**config.mk**
```make
export PLATFORM = sky130hd
export DESIGN_NAME = static_mem_sequencer
export DESIGN_NICKNAME = d
export VERILOG_FILES = /design/src/rtl/sms_pkg.sv /design/src/rtl/sms_wait_guard.sv /design/src/rtl/sms_pins.sv /design/src/rtl/sms_ctrl.sv /design/src/rtl/static_mem_sequencer.sv
export SDC_FILE = /design/constraint.sdc
export NUM_CORES = 1
export LEC_CHECK = 0
export ABC_AREA = 1
export CORE_UTILIZATION = 32
export DETAILED_ROUTE_END_ITERATION = 10
export PLACE_DENSITY = 0.62
export SETUP_SLACK_MARGIN = 0.3
export SLEW_MARGIN = 10
export SYNTH_ARGS = -nofsm -noshare
export SYNTH_HDL_FRONTEND = slang
export SYNTH_SLANG_ARGS = --single-unit
export TNS_END_PERCENT = 50
```
**constraint.sdc**
```tcl
create_clock -name clk -period 7 [get_ports clk]
set_input_delay 1.4 -clock clk [delete_from_list [all_inputs] [get_ports clk]]
set_output_delay 1.4 -clock clk [all_outputs]
set_load 0.02 [all_outputs]
```
**src/rtl/sms_pkg.sv**
```systemverilog
`timescale 1ns/1ps
package sms_pkg;
  localparam int LEAD_W  = 4;
  localparam int WAIT_W  = 5;
  localparam int TMO_W   = 10;
  localparam int UNIT_SH = 4;
  localparam int LANES   = 4;
  localparam int BUS_W   = LANES * 8;
  localparam int LEN_W   = WAIT_W + 1;
  localparam int HOLD_W  = TMO_W + UNIT_SH + 1;

  typedef enum logic [1:0] {ST_IDLE, ST_ACC, ST_TURN, ST_FAULT} sms_state_e;

  function automatic logic [LEN_W-1:0] beat_len(input logic wr, input logic first,
      input logic [WAIT_W-1:0] rd_w, input logic [WAIT_W-1:0] pg_w,
      input logic [WAIT_W-1:0] wr_w);
    if (wr) return {1'b0, wr_w} + LEN_W'(2);
    if (first) return {1'b0, rd_w} + LEN_W'(1);
    return {1'b0, pg_w} + LEN_W'(1);
  endfunction

  function automatic logic [HOLD_W-1:0] hold_limit(input logic [TMO_W-1:0] n);
    return (HOLD_W'(n) + HOLD_W'(1)) << UNIT_SH;
  endfunction

  function automatic logic [LANES-1:0] width_lanes(input logic [1:0] w);
    case (w)
      2'd0: return LANES'(1);
      2'd1: return LANES'(3);
      2'd2: return {LANES{1'b1}};
      default: return '0;
    endcase
  endfunction

  function automatic logic [BUS_W-1:0] lane_bits(input logic [LANES-1:0] m);
    logic [BUS_W-1:0] r;
    for (int i = 0; i < LANES; i++) r[i*8 +: 8] = {8{m[i]}};
    return r;
  endfunction
endpackage

```
**src/rtl/sms_wait_guard.sv**
```systemverilog
`timescale 1ns/1ps
module sms_wait_guard
  import sms_pkg::*;
(
  input  logic             clk,
  input  logic             rst_n,
  input  logic             hold,
  input  logic             clear,
  input  logic [TMO_W-1:0] tmo_sel,
  output logic             tmo
);
  logic [HOLD_W-1:0] cnt_q;
  logic [HOLD_W-1:0] lim;

  assign lim = hold_limit(tmo_sel);
  assign tmo = hold && (cnt_q == lim - HOLD_W'(1));

  always_ff @(posedge clk or negedge rst_n) begin
    if (!rst_n) cnt_q <= '0;
    else if (!hold || clear) cnt_q <= '0;
    else cnt_q <= cnt_q + HOLD_W'(1);
  end

  assert_hold_within_limit_R10: assert property (@(posedge clk) disable iff (!rst_n)
    cnt_q < lim);
  assert_idle_count_zero_R9: assert property (@(posedge clk) disable iff (!rst_n)
    !$past(hold) |-> cnt_q == '0);
endmodule

```
**src/rtl/sms_pins.sv**
```systemverilog
`timescale 1ns/1ps
module sms_pins
  import sms_pkg::*;
(
  input  logic             clk,
  input  logic             rst_n,
  input  logic             cs_act,
  input  logic             oe_act,
  input  logic             we_act,
  input  logic             writing,
  input  logic [LANES-1:0] lanes,
  input  logic             cfg_cs_high,
  input  logic             cfg_lane_low,
  output logic             mem_cs,
  output logic             mem_oe_n,
  output logic             mem_we_n,
  output logic [LANES-1:0] mem_lane
);
  logic strobe;
  logic inv;

  assign strobe   = oe_act | we_act;
  assign inv      = cfg_lane_low | writing;
  assign mem_cs   = cfg_cs_high ? cs_act : !cs_act;
  assign mem_oe_n = !oe_act;
  assign mem_we_n = !we_act;
  assign mem_lane = (strobe ? lanes : '0) ^ {LANES{inv}};

  assert_oe_we_apart_R2: assert property (@(posedge clk) disable iff (!rst_n)
    !(!mem_oe_n && !mem_we_n));
  assert_strobe_under_cs_R1: assert property (@(posedge clk) disable iff (!rst_n)
    (!mem_oe_n || !mem_we_n) |-> (mem_cs == cfg_cs_high));
endmodule

```
**src/rtl/sms_ctrl.sv**
```systemverilog
`timescale 1ns/1ps
module sms_ctrl
  import sms_pkg::*;
#(
  parameter int ADDR_W     = 24,
  parameter int PAGE_BEATS = 4
) (
  input  logic              clk,
  input  logic              rst_n,
  input  logic [LEAD_W-1:0] cfg_we_lead,
  input  logic [LEAD_W-1:0] cfg_oe_lead,
  input  logic [WAIT_W-1:0] cfg_rd_wait,
  input  logic [WAIT_W-1:0] cfg_pg_wait,
  input  logic [WAIT_W-1:0] cfg_wr_wait,
  input  logic [LEAD_W-1:0] cfg_turn,
  input  logic [1:0]        cfg_width,
  input  logic              cfg_page_en,
  input  logic              cfg_ext_en,
  input  logic              cfg_wprot,
  input  logic              req_valid,
  input  logic              req_write,
  input  logic [ADDR_W-1:0] req_addr,
  input  logic [LANES-1:0]  req_be,
  input  logic [BUS_W-1:0]  req_wdata,
  input  logic              mem_wait,
  input  logic [BUS_W-1:0]  mem_din,
  input  logic              tmo,
  output logic              hold,
  output logic              step_end,
  output logic              cs_act,
  output logic              oe_act,
  output logic              we_act,
  output logic              writing,
  output logic [LANES-1:0]  lanes,
  output logic [ADDR_W-1:0] mem_addr,
  output logic [BUS_W-1:0]  mem_dout,
  output logic              mem_dout_en,
  output logic              req_ready,
  output logic              rsp_valid,
  output logic [BUS_W-1:0]  rsp_data,
  output logic              done,
  output logic              err
);
  localparam int BEAT_W  = (PAGE_BEATS > 1) ? $clog2(PAGE_BEATS) : 1;
  localparam int SINCE_W = LEAD_W + 1;
  localparam logic [BEAT_W-1:0]  LAST_BEAT = BEAT_W'(PAGE_BEATS - 1);
  localparam logic [SINCE_W-1:0] SINCE_MAX = '1;

  sms_state_e          state_q;
  logic                acc_wr_q;
  logic [ADDR_W-1:0]   addr_q;
  logic [BUS_W-1:0]    wdata_q;
  logic [LANES-1:0]    be_q;
  logic [LEN_W-1:0]    k_q;
  logic [BEAT_W-1:0]   beat_q;
  logic [SINCE_W-1:0]  since_q;
  logic [LEAD_W-1:0]   turn_q;
  logic                done_q, err_q, rsp_valid_q;
  logic [BUS_W-1:0]    rsp_data_q;

  logic                in_acc, accept, bad_req, beat_last, more_beats, finish;
  logic [LEN_W-1:0]    len;
  logic [BUS_W-1:0]    din_masked;

  assign in_acc     = (state_q == ST_ACC);
  assign req_ready  = (state_q == ST_IDLE);
  assign accept     = req_valid && req_ready;
  assign bad_req    = (cfg_width == 2'd3) || (req_write && cfg_wprot);
  assign len        = beat_len(acc_wr_q, beat_q == '0, cfg_rd_wait, cfg_pg_wait, cfg_wr_wait);
  assign beat_last  = in_acc && (k_q == len - LEN_W'(1));
  assign hold       = beat_last && cfg_ext_en && mem_wait;
  assign step_end   = beat_last && (!hold || tmo);
  assign more_beats = !acc_wr_q && cfg_page_en && (beat_q != LAST_BEAT);
  assign finish     = step_end && (tmo || !more_beats);
  assign din_masked = mem_din & lane_bits(width_lanes(cfg_width));

  assign cs_act      = in_acc;
  assign oe_act      = in_acc && !acc_wr_q && (since_q >= {1'b0, cfg_oe_lead});
  assign we_act      = in_acc && acc_wr_q && (since_q > {1'b0, cfg_we_lead});
  assign writing     = in_acc && acc_wr_q;
  assign lanes       = be_q & width_lanes(cfg_width);
  assign mem_addr    = addr_q + (ADDR_W'(beat_q) << cfg_width);
  assign mem_dout    = wdata_q;
  assign mem_dout_en = writing;
  assign rsp_valid   = rsp_valid_q;
  assign rsp_data    = rsp_data_q;
  assign done        = done_q;
  assign err         = err_q;

  always_ff @(posedge clk or negedge rst_n) begin
    if (!rst_n) begin
      state_q     <= ST_IDLE;
      acc_wr_q    <= 1'b0;
      addr_q      <= '0;
      wdata_q     <= '0;
      be_q        <= '0;
      k_q         <= '0;
      beat_q      <= '0;
      since_q     <= '0;
      turn_q      <= '0;
      done_q      <= 1'b0;
      err_q       <= 1'b0;
      rsp_valid_q <= 1'b0;
      rsp_data_q  <= '0;
    end else begin
      done_q      <= 1'b0;
      err_q       <= 1'b0;
      rsp_valid_q <= 1'b0;
      case (state_q)
        ST_IDLE: begin
          if (accept) begin
            acc_wr_q <= req_write;
            addr_q   <= req_addr;
            wdata_q  <= req_wdata;
            be_q     <= req_be;
            k_q      <= '0;
            beat_q   <= '0;
            since_q  <= '0;
            if (bad_req) begin
              state_q <= ST_FAULT;
              done_q  <= 1'b1;
              err_q   <= 1'b1;
            end else begin
              state_q <= ST_ACC;
            end
          end
        end
        ST_ACC: begin
          if (since_q != SINCE_MAX) since_q <= since_q + SINCE_W'(1);
          if (step_end) begin
            if (!acc_wr_q && !tmo) begin
              rsp_valid_q <= 1'b1;
              rsp_data_q  <= din_masked;
            end
            if (finish) begin
              state_q <= ST_TURN;
              turn_q  <= '0;
              done_q  <= 1'b1;
              err_q   <= tmo;
            end else begin
              beat_q <= beat_q + BEAT_W'(1);
              k_q    <= '0;
            end
          end else if (!beat_last) begin
            k_q <= k_q + LEN_W'(1);
          end
        end
        ST_TURN: begin
          if (turn_q == cfg_turn) state_q <= ST_IDLE;
          else turn_q <= turn_q + LEAD_W'(1);
        end
        default: state_q <= ST_IDLE;
      endcase
    end
  end

  assert_cs_follows_accept_R1: assert property (@(posedge clk) disable iff (!rst_n)
    (accept && !bad_req) |=> in_acc);
  assert_done_blocks_ready_R5: assert property (@(posedge clk) disable iff (!rst_n)
    done_q |-> !req_ready);
  assert_rsp_only_on_read_R4: assert property (@(posedge clk) disable iff (!rst_n)
    rsp_valid_q |-> !acc_wr_q);
  assert_oe_no_gap_R2: assert property (@(posedge clk) disable iff (!rst_n)
    (in_acc && $past(oe_act)) |-> oe_act);
  assert_we_no_gap_R3: assert property (@(posedge clk) disable iff (!rst_n)
    (in_acc && $past(we_act)) |-> we_act);
  assert_hold_freezes_beat_R9: assert property (@(posedge clk) disable iff (!rst_n)
    (hold && !tmo) |=> (in_acc && $stable(k_q) && $stable(beat_q)));
  assert_fault_has_error_R11: assert property (@(posedge clk) disable iff (!rst_n)
    (accept && bad_req) |=> (done_q && err_q));
endmodule

```
**src/rtl/static_mem_sequencer.sv**
```systemverilog
`timescale 1ns/1ps
module static_mem_sequencer
  import sms_pkg::*;
#(
  parameter int ADDR_W     = 24,
  parameter int PAGE_BEATS = 4
) (
  input  logic              clk,
  input  logic              rst_n,
  input  logic [3:0]        cfg_we_lead,
  input  logic [3:0]        cfg_oe_lead,
  input  logic [4:0]        cfg_rd_wait,
  input  logic [4:0]        cfg_pg_wait,
  input  logic [4:0]        cfg_wr_wait,
  input  logic [3:0]        cfg_turn,
  input  logic [1:0]        cfg_width,
  input  logic              cfg_page_en,
  input  logic              cfg_cs_high,
  input  logic              cfg_lane_low,
  input  logic              cfg_ext_en,
  input  logic [9:0]        cfg_ext_tmo,
  input  logic              cfg_wprot,
  input  logic              req_valid,
  input  logic              req_write,
  input  logic [ADDR_W-1:0] req_addr,
  input  logic [3:0]        req_be,
  input  logic [31:0]       req_wdata,
  output logic              req_ready,
  output logic              rsp_valid,
  output logic [31:0]       rsp_data,
  output logic              done,
  output logic              err,
  output logic              mem_cs,
  output logic              mem_oe_n,
  output logic              mem_we_n,
  output logic [3:0]        mem_lane,
  output logic [ADDR_W-1:0] mem_addr,
  output logic [31:0]       mem_dout,
  output logic              mem_dout_en,
  input  logic [31:0]       mem_din,
  input  logic              mem_wait
);
  logic             hold, step_end, tmo;
  logic             cs_act, oe_act, we_act, writing;
  logic [LANES-1:0] lanes;

  sms_ctrl #(.ADDR_W(ADDR_W), .PAGE_BEATS(PAGE_BEATS)) u_ctrl (
    .clk(clk), .rst_n(rst_n),
    .cfg_we_lead(cfg_we_lead), .cfg_oe_lead(cfg_oe_lead),
    .cfg_rd_wait(cfg_rd_wait), .cfg_pg_wait(cfg_pg_wait),
    .cfg_wr_wait(cfg_wr_wait), .cfg_turn(cfg_turn),
    .cfg_width(cfg_width), .cfg_page_en(cfg_page_en),
    .cfg_ext_en(cfg_ext_en), .cfg_wprot(cfg_wprot),
    .req_valid(req_valid), .req_write(req_write), .req_addr(req_addr),
    .req_be(req_be), .req_wdata(req_wdata),
    .mem_wait(mem_wait), .mem_din(mem_din), .tmo(tmo),
    .hold(hold), .step_end(step_end),
    .cs_act(cs_act), .oe_act(oe_act), .we_act(we_act), .writing(writing),
    .lanes(lanes), .mem_addr(mem_addr), .mem_dout(mem_dout),
    .mem_dout_en(mem_dout_en), .req_ready(req_ready),
    .rsp_valid(rsp_valid), .rsp_data(rsp_data), .done(done), .err(err)
  );

  sms_wait_guard u_guard (
    .clk(clk), .rst_n(rst_n), .hold(hold), .clear(step_end),
    .tmo_sel(cfg_ext_tmo), .tmo(tmo)
  );

  sms_pins u_pins (
    .clk(clk), .rst_n(rst_n), .cs_act(cs_act), .oe_act(oe_act),
    .we_act(we_act), .writing(writing), .lanes(lanes),
    .cfg_cs_high(cfg_cs_high), .cfg_lane_low(cfg_lane_low),
    .mem_cs(mem_cs), .mem_oe_n(mem_oe_n), .mem_we_n(mem_we_n),
    .mem_lane(mem_lane)
  );

  assert_ready_no_cs_R5: assert property (@(posedge clk) disable iff (!rst_n)
    req_ready |-> (mem_cs != cfg_cs_high));
endmodule

```
==> out/metrics.yaml, run 1 <==
setup_path:
  path_max_fanout: 7
  r2r-end: "u_ctrl.rsp_data[3]$_DFFE_PN0P_"
  crit_buf_inv: 5
  rr_worst_depth: 19
  required_ps: 5600
  worstPathCellList: "clkdlybuf4s50_1 > buf_4 > nor2_1 > inv_1 > fa_1 > o21ai_1 > nand2_1 > nand2_1 > nand2_1 > nor4_4 > nand2_1 > nor4_1 > buf_4 > nand2_1 > nor2_1 > xor2_1 > clkdlybuf4s50_1"
  crit_slowest_cell: "clkdlybuf4s50_1"
  cp_common_cell: "nand2_1"
  cp_slowest_stage_delay_ps: 620
  path_class: "input port to output port"
  rrSetupSlack_ps: 2420
  cp_data_arrival_time_ps: 4870
  cp-end-kind: "output port"
  cp-start-kind: "input port"
  crit_family: "buffers and inverters"
  crit-reg2reg-launch: "u_ctrl.beat_q[0]$_DFFE_PN0P_"
clock_tree:
  cts-root-buf: "clkbuf_16"
  clock_path_buffers: 2
  clock_latency_ps: 410
  cts_made_buffers: 17
  cts_max_level: 4
  cts_tree: "built"
  post-cts-setup-buffers: 0
  clkTransAtPathRegs_ps: 60
  clock_sinks: 130
sta:
  rsz0062_at_grt: "no"
  worst_pin_slew_ps: 1080
  max-slew-margin-rel_pct: 27.8
  final-setup-viol-count: 0
  hold_viol: 0
  setup_tns_ps: 0
  skew_ps: 9.84
  setup_ws_ps: 731
  fin_crit_sh_pct: 89.6
  drv_slew: 0
  fmax_mhz: 160
  min_period_ps: 6270
min_path:
  min_path_type: "flop to flop"
  holdPathEnd: "u_guard.cnt_q[0]$_DFF_PN0_"
  holdPathStages: 1
  hold_start: "u_guard.cnt_q[0]$_DFF_PN0_"
route:
  via_per_inst: 4.48
  wl_per_cell_um: 13.3
  drc_errors: 0
  antenna_left: 0
  routed_wl_um: 21600
  via_count: 7268
  drtIter0Drc: 302
  firstDrtPassIters: 4
placement:
  gp_congestion: 0.830
  place_inst: 1588
  io_buffers: 240
  dp_hpwl_um: 16300
  pre_cts_ws_ps: 293
synth:
  synth-main-ff-cell: "dfrtp_1"
  synth_most_common_cell: "nand2_1"
  synth_fp_nets: 1220
  synth_top_family_by_area: "simple AND/OR/NAND/NOR gates"
  syn_area_sq_um: 7740
  synth-simple-area-share_pct: 35.8
  synth_top_area_share_pct: 42.0
  ys_seq_area_share_pct: 42.0
  syn_inst: 1051
  synth_fa_ha_area_share_pct: 4.62
  synth.area.top_cells: "dfrtp_1, nand2_1, nand3_1"
  yosys.area.top_type: "dfrtp_1"
  ys_ff_latch: 130
  synth_common_cells: "nand2_1, dfrtp_1, inv_1"
  yosysWarnings: 0
  synth_compound_gate_area_share_pct: 5.46
  synth.area.mux_share_pct: 0.145
  synthArstFlopShare_pct: 100
  synthDistinctLibCells: 45
  synth_xor_area_share_pct: 5.04
  synth_edf_count: 0
  syn-mean-instance-area_sq_um: 7.37
grt:
  overflow: 0
  grt_max_degree: 76
  grt_pass1_wl_um: 34400
  antenna_found_initial: 1
  grt_pass1_vias: 7019
  track_usage_pct: 17.8
die:
  die_h_um: 158
  fp-row-count: 56
  dieArea_sq_um: 24800
  start_util_pct: 32.8
  dieWidth_um: 158
  core-area_sq_um: 23600
  ioPinCount: 241
final_layout:
  nNetsFinal: 1457
  syn2layout_area_growth_pct: 42.5
  fin_cells: 1621
  fill_cells: 2386
  seq_area_sq_um: 3250
  multi_input_area_sq_um: 3980
  drive_above_1_share_pct: 7.23
pwr:
  ir_worst_vdd_mv: 0.167
  p_leak_uw: 0.00527
  power_per_cell_area_nw_per_um2: 364
run:
  maxCapViolCount: 0
outcome:
  status: "finished clean"
power breakdown:
part,switching [uW],internal [uW],leakage (uW)
clock network,369,464,0.000252
registers,197,1000,0.00170
logic,1150,834,0.00332
total,1710,2300,0.00527
cell type report:
cell class                 count  area share, %
antenna                        1         0.0227
clock buffer                  18           3.89
clock inverter                14           1.11
inverter                     106           3.67
multi-input combinational    788           36.1
sequential                   130           29.5
tap                          319           3.62
timing repair buffer         245           22.1
worst reg2reg max path, delay by kind of cell (launching register included):
family                     cells  cell delay (ps)
DFF                            1              420
and+or+nand+nor               11             2000
AOI/OAI and AO/OA              2              700
buffers and inverters          3              330
adders and majority gates      3             1020
flip-flops by register name, summed over array words and instances (netlist names):
name and count:
u_ctrl.rsp_valid 1, u_ctrl.err 1, u_ctrl.beat_q 2, u_ctrl.since_q 5, u_ctrl.addr_q 24, u_ctrl.turn_q 4
u_ctrl.done 1, u_ctrl.state_q 2, u_ctrl.k_q 6, u_ctrl.be_q 4, u_guard.cnt_q 15, u_ctrl.rsp_data 32
u_ctrl.mem_dout 32, u_ctrl.acc_wr_q 1
cell families after synthesis:
kind of cell / count (synthesis)
buffers and inverters: 133
and+or+nand+nor: 638
adders and majority gates: 28
DFF: 130
xor gates and xnor gates: 43
AOI/OAI and AO/OA: 78
muxes: 1
placed cells by master, fill, tap and decap left out, types with 3 or more instances in the layout:
master,netlist,final
nor3_1,12,12
buf_4,2,5
xor2_1,32,32
nand3_1,72,71
nand2_2,10,11
o21ai_2,4,4
nor2_4,6,6
nand2_1,421,420
clkinvlp_4,0,6
dfrtp_1,130,130
xnor2_1,10,10
nor2_2,5,5
nor2_1,64,64
o21ai_0,53,52
inv_1,90,90
nand4_1,15,15
nand3_2,8,9
inv_2,11,11
clkbuf_16,0,17
a21oi_1,12,12
inv_8,0,3
nor3b_1,6,6
ha_1,27,27
clkdlybuf4s50_1,0,238
nand2_4,4,4
nor4_1,6,5
o21ai_1,3,4
clkinv_1,3,3
inv_6,0,4
routing by layer:
layer / global-route usage (%) / part of all wire [%]
met1: 22.0 / 45
met2: 29.5 / 48
met3: 5.70 / 6.5
met4: 5.36 / 1.0
met5: 0 / 0
worst max path at each step:
stage	from	to	slack (ps)	cells past startpoint
after floorplan	cfg_width[0]	mem_addr[22]	1620	14
after global placement	cfg_width[0]	mem_addr[22]	430	17
after detailed placement	cfg_width[0]	mem_addr[22]	290	17
after CTS	cfg_width[0]	mem_addr[22]	410	17
after global routing	cfg_width[1]	mem_addr[19]	330	17
final	cfg_width[1]	mem_addr[22]	730	17
timing repair:
item                       CTS  global route
gates resized for setup      1             3
setup endpoints to repair    1             5
hold buffers                 0             0
cloned                       0             0
metrics by stage:
step,hold slack [ps],cell area [sq um],utilization [%],total power (uW)
after global placement,457,10500,44.3,3180
after detailed placement,459,10500,44.3,3210
after CTS,468,11000,46.7,4070
after global routing,492,11000,46.7,4330
after floorplan,433,7740,-,2380
final,475,11000,46.7,4010
(Power assumes the default switching activity.)
==> inputs of run 2 (changes only) <==
--- a/config.mk
+++ b/config.mk
@@ -7,8 +7,10 @@
 export LEC_CHECK = 0
 export ABC_AREA = 1
 export CORE_UTILIZATION = 32
+export CTS_CLUSTER_SIZE = 20
 export DETAILED_ROUTE_END_ITERATION = 10
 export PLACE_DENSITY = 0.62
+export RECOVER_POWER = 50
 export SETUP_SLACK_MARGIN = 0.3
 export SLEW_MARGIN = 10
 export SYNTH_ARGS = -nofsm -noshare
==> run 2 against run 1 <==
Utilization barely moved. The flow now finishes with violations (max-capacitance violations, max-slew violations). Power fell by 0.91%. Register-to-register slack got worse by 20 ps. Critical path type unchanged. Sequential cell count did not move. Combinational power barely moved. Global-route usage did not move.
==> out/metrics.yaml, run 2 (synthesized netlist as in run 1, its figures left out) <==
die:
  start_util_pct: 32.8
  dieArea_sq_um: 24800
  core-area_sq_um: 23600
  ioPinCount: 241
  die_h_um: 158
  dieWidth_um: 158
  fp-row-count: 56
setup_path:
  cp_common_cell: "nand2_1"
  path_max_fanout: 7
  worstPathCellList: "clkdlybuf4s50_1 > buf_4 > nor2_1 > inv_1 > fa_1 > o21ai_1 > nand2_1 > nand2_1 > nand2_1 > nor4_4 > nand2_1 > nor4_1 > buf_4 > nand2_1 > nor2_1 > xor2_1 > clkdlybuf4s50_1"
  cp_data_arrival_time_ps: 4870
  required_ps: 5600
  path_class: "input port to output port"
  cp-start-kind: "input port"
  cp-end-kind: "output port"
  crit_slowest_cell: "clkdlybuf4s50_1"
  rrSetupSlack_ps: 2400
  cp_slowest_stage_delay_ps: 620
sta:
  skew_ps: 7.06
  min_period_ps: 6270
  setup_tns_ps: 0
  final-setup-viol-count: 0
  max-slew-margin-rel_pct: -178
  drv_slew: 76
  fmax_mhz: 159
  hold_viol: 0
  rsz0062_at_grt: "no"
  whs_ps: 473
  worst_pin_slew_ps: 4170
  fin_crit_sh_pct: 89.6
pwr:
  power.share.clock_pct: 21.0
  p_leak_uw: 0.00537
  ir_worst_vdd_mv: 0.169
  combPwrFrac_pct: 49.0
  finalPower_uw: 3980
  seqPwrFrac_pct: 30.0
  intPower_uw: 2260
  p_sw_share_pct: 43.1
  p_sw_uw: 1710
  power_per_cell_area_nw_per_um2: 361
grt:
  overflow: 0
  antenna_found_initial: 1
  grt_pass1_vias: 7019
  grt_max_degree: 76
  grt_pass1_wl_um: 34400
  track_usage_pct: 17.8
clock_tree:
  cts_tree: "built"
  ctsHoldBuffers: 0
  clock_path_buffers: 2
  clock_latency_ps: 410
  cts_made_buffers: 17
  cts-root-buf: "clkbuf_16"
  clkTransAtPathRegs_ps: 70
  clock_sinks: 130
  cts_max_level: 4
  post-cts-setup-buffers: 0
placement:
  dp_hpwl_um: 16300
  gp_congestion: 0.830
  place_inst: 1588
  io_buffers: 240
final_layout:
  syn2layout_area_growth_pct: 42.4
  fin_cells: 1621
  final_cell_mix: "nand2_1, clkdlybuf4s50_1, dfrtp_1, inv_1, nand3_1"
  multi_input_area_sq_um: 3980
  seq_area_sq_um: 3250
  nNetsFinal: 1457
  drive_above_1_share_pct: 7.15
  finalCoreUtilization_pct: 46.7
  fill_cells: 2389
  layout_commonest_cell: "nand2_1"
route:
  via_count: 7290
  routed_wl_um: 21700
  drtIter0Drc: 307
  firstDrtPassIters: 4
  wl_per_cell_um: 13.4
  antenna_left: 0
  via_per_inst: 4.50
  drc_errors: 0
min_path:
  min_path_type: "flop to flop"
run:
  maxCapViolCount: 1
outcome:
  violations: "max-capacitance violations, max-slew violations"
  status: "complete, but fails checks"
-- run 2: cell types whose count changed in the layout (fill, tap and decap cells not counted), sizes merged --
cell / previous run / this run
clkdlybuf4s50: 238 / 188
dlygate4sd3: 0 / 50
clkbuf: 18 / 20
buf: 6 / 4
-- run 2: metrics by stage --
step	instance area, sq um	setup slack [ps]
floorplan	7740	1620
global placement	10500	427
detailed placement	10500	293
CTS	11000	406
global route	11000	329
finish	11000	728
-- run 2: final cells by class --
class,instances,area share [%]
diodes,1,0.0227
clock buffers,18,3.89
clock inverters,14,1.11
inverters,106,3.68
multi-input cells,788,36.1
flip-flops and latches,130,29.5
well taps,319,3.62
repair buffers,245,22.1
-- run 2: metal layers --
layer | global-route usage [%] | wire length, um | vias to the layer above
met5 | 0 | 0 | -
met1 | 22.0 | 9750 | 3313
met3 | 5.70 | 1380 | 11
met2 | 29.5 | 10300 | 162
li1 | - | - | 3804
met4 | 5.36 | 227 | 0
-- run 2: worst paths after layout --
| check | cells after the start | from | end |
|---|---|---|---|
| max | 17 | cfg_width[1] | mem_addr[22] |
| min | 2 | u_ctrl.mem_dout[16]$_DFFE_PN0P_ | u_ctrl.mem_dout[16]$_DFFE_PN0P_ |
| max reg2reg | 19 | u_ctrl.beat_q[0]$_DFFE_PN0P_ | u_ctrl.rsp_data[3]$_DFFE_PN0P_ |
| min reg2reg | 2 | u_ctrl.mem_dout[16]$_DFFE_PN0P_ | u_ctrl.mem_dout[16]$_DFFE_PN0P_ |
| max in group asynchronous | 2 | rst_n | u_ctrl.addr_q[12]$_DFFE_PN0P_ |
| min in group asynchronous | 1 | rst_n | u_ctrl.mem_dout[20]$_DFFE_PN0P_ |
-- run 2: power by group through the flow --
| stage | logic, uW | registers [uW] | clock network, uW |
|---|---|---|---|
| finish | 1950 | 1190 | 835 |
| global route | 2170 | 1230 | 895 |
| CTS | 2020 | 1200 | 861 |
| detailed placement | 2010 | 1200 | 0 |
| global placement | 1980 | 1210 | 0 |
| floorplan | 1050 | 1330 | 0 |
-- run 2: worst max-delay path, delay by kind of cell --
kind | cells | cell delay (ps)
and+or+nand+nor | 9 | 1190
AOI/OAI and AO/OA | 1 | 230
buffers and inverters | 5 | 1470
xor gates and xnor gates | 1 | 150
adders and majority gates | 1 | 430
-- run 2: repair_timing --
item                       4_1_cts  5_1_grt
setup endpoints to repair        1        5
pin swaps                        0        0
gates resized for setup          1        3
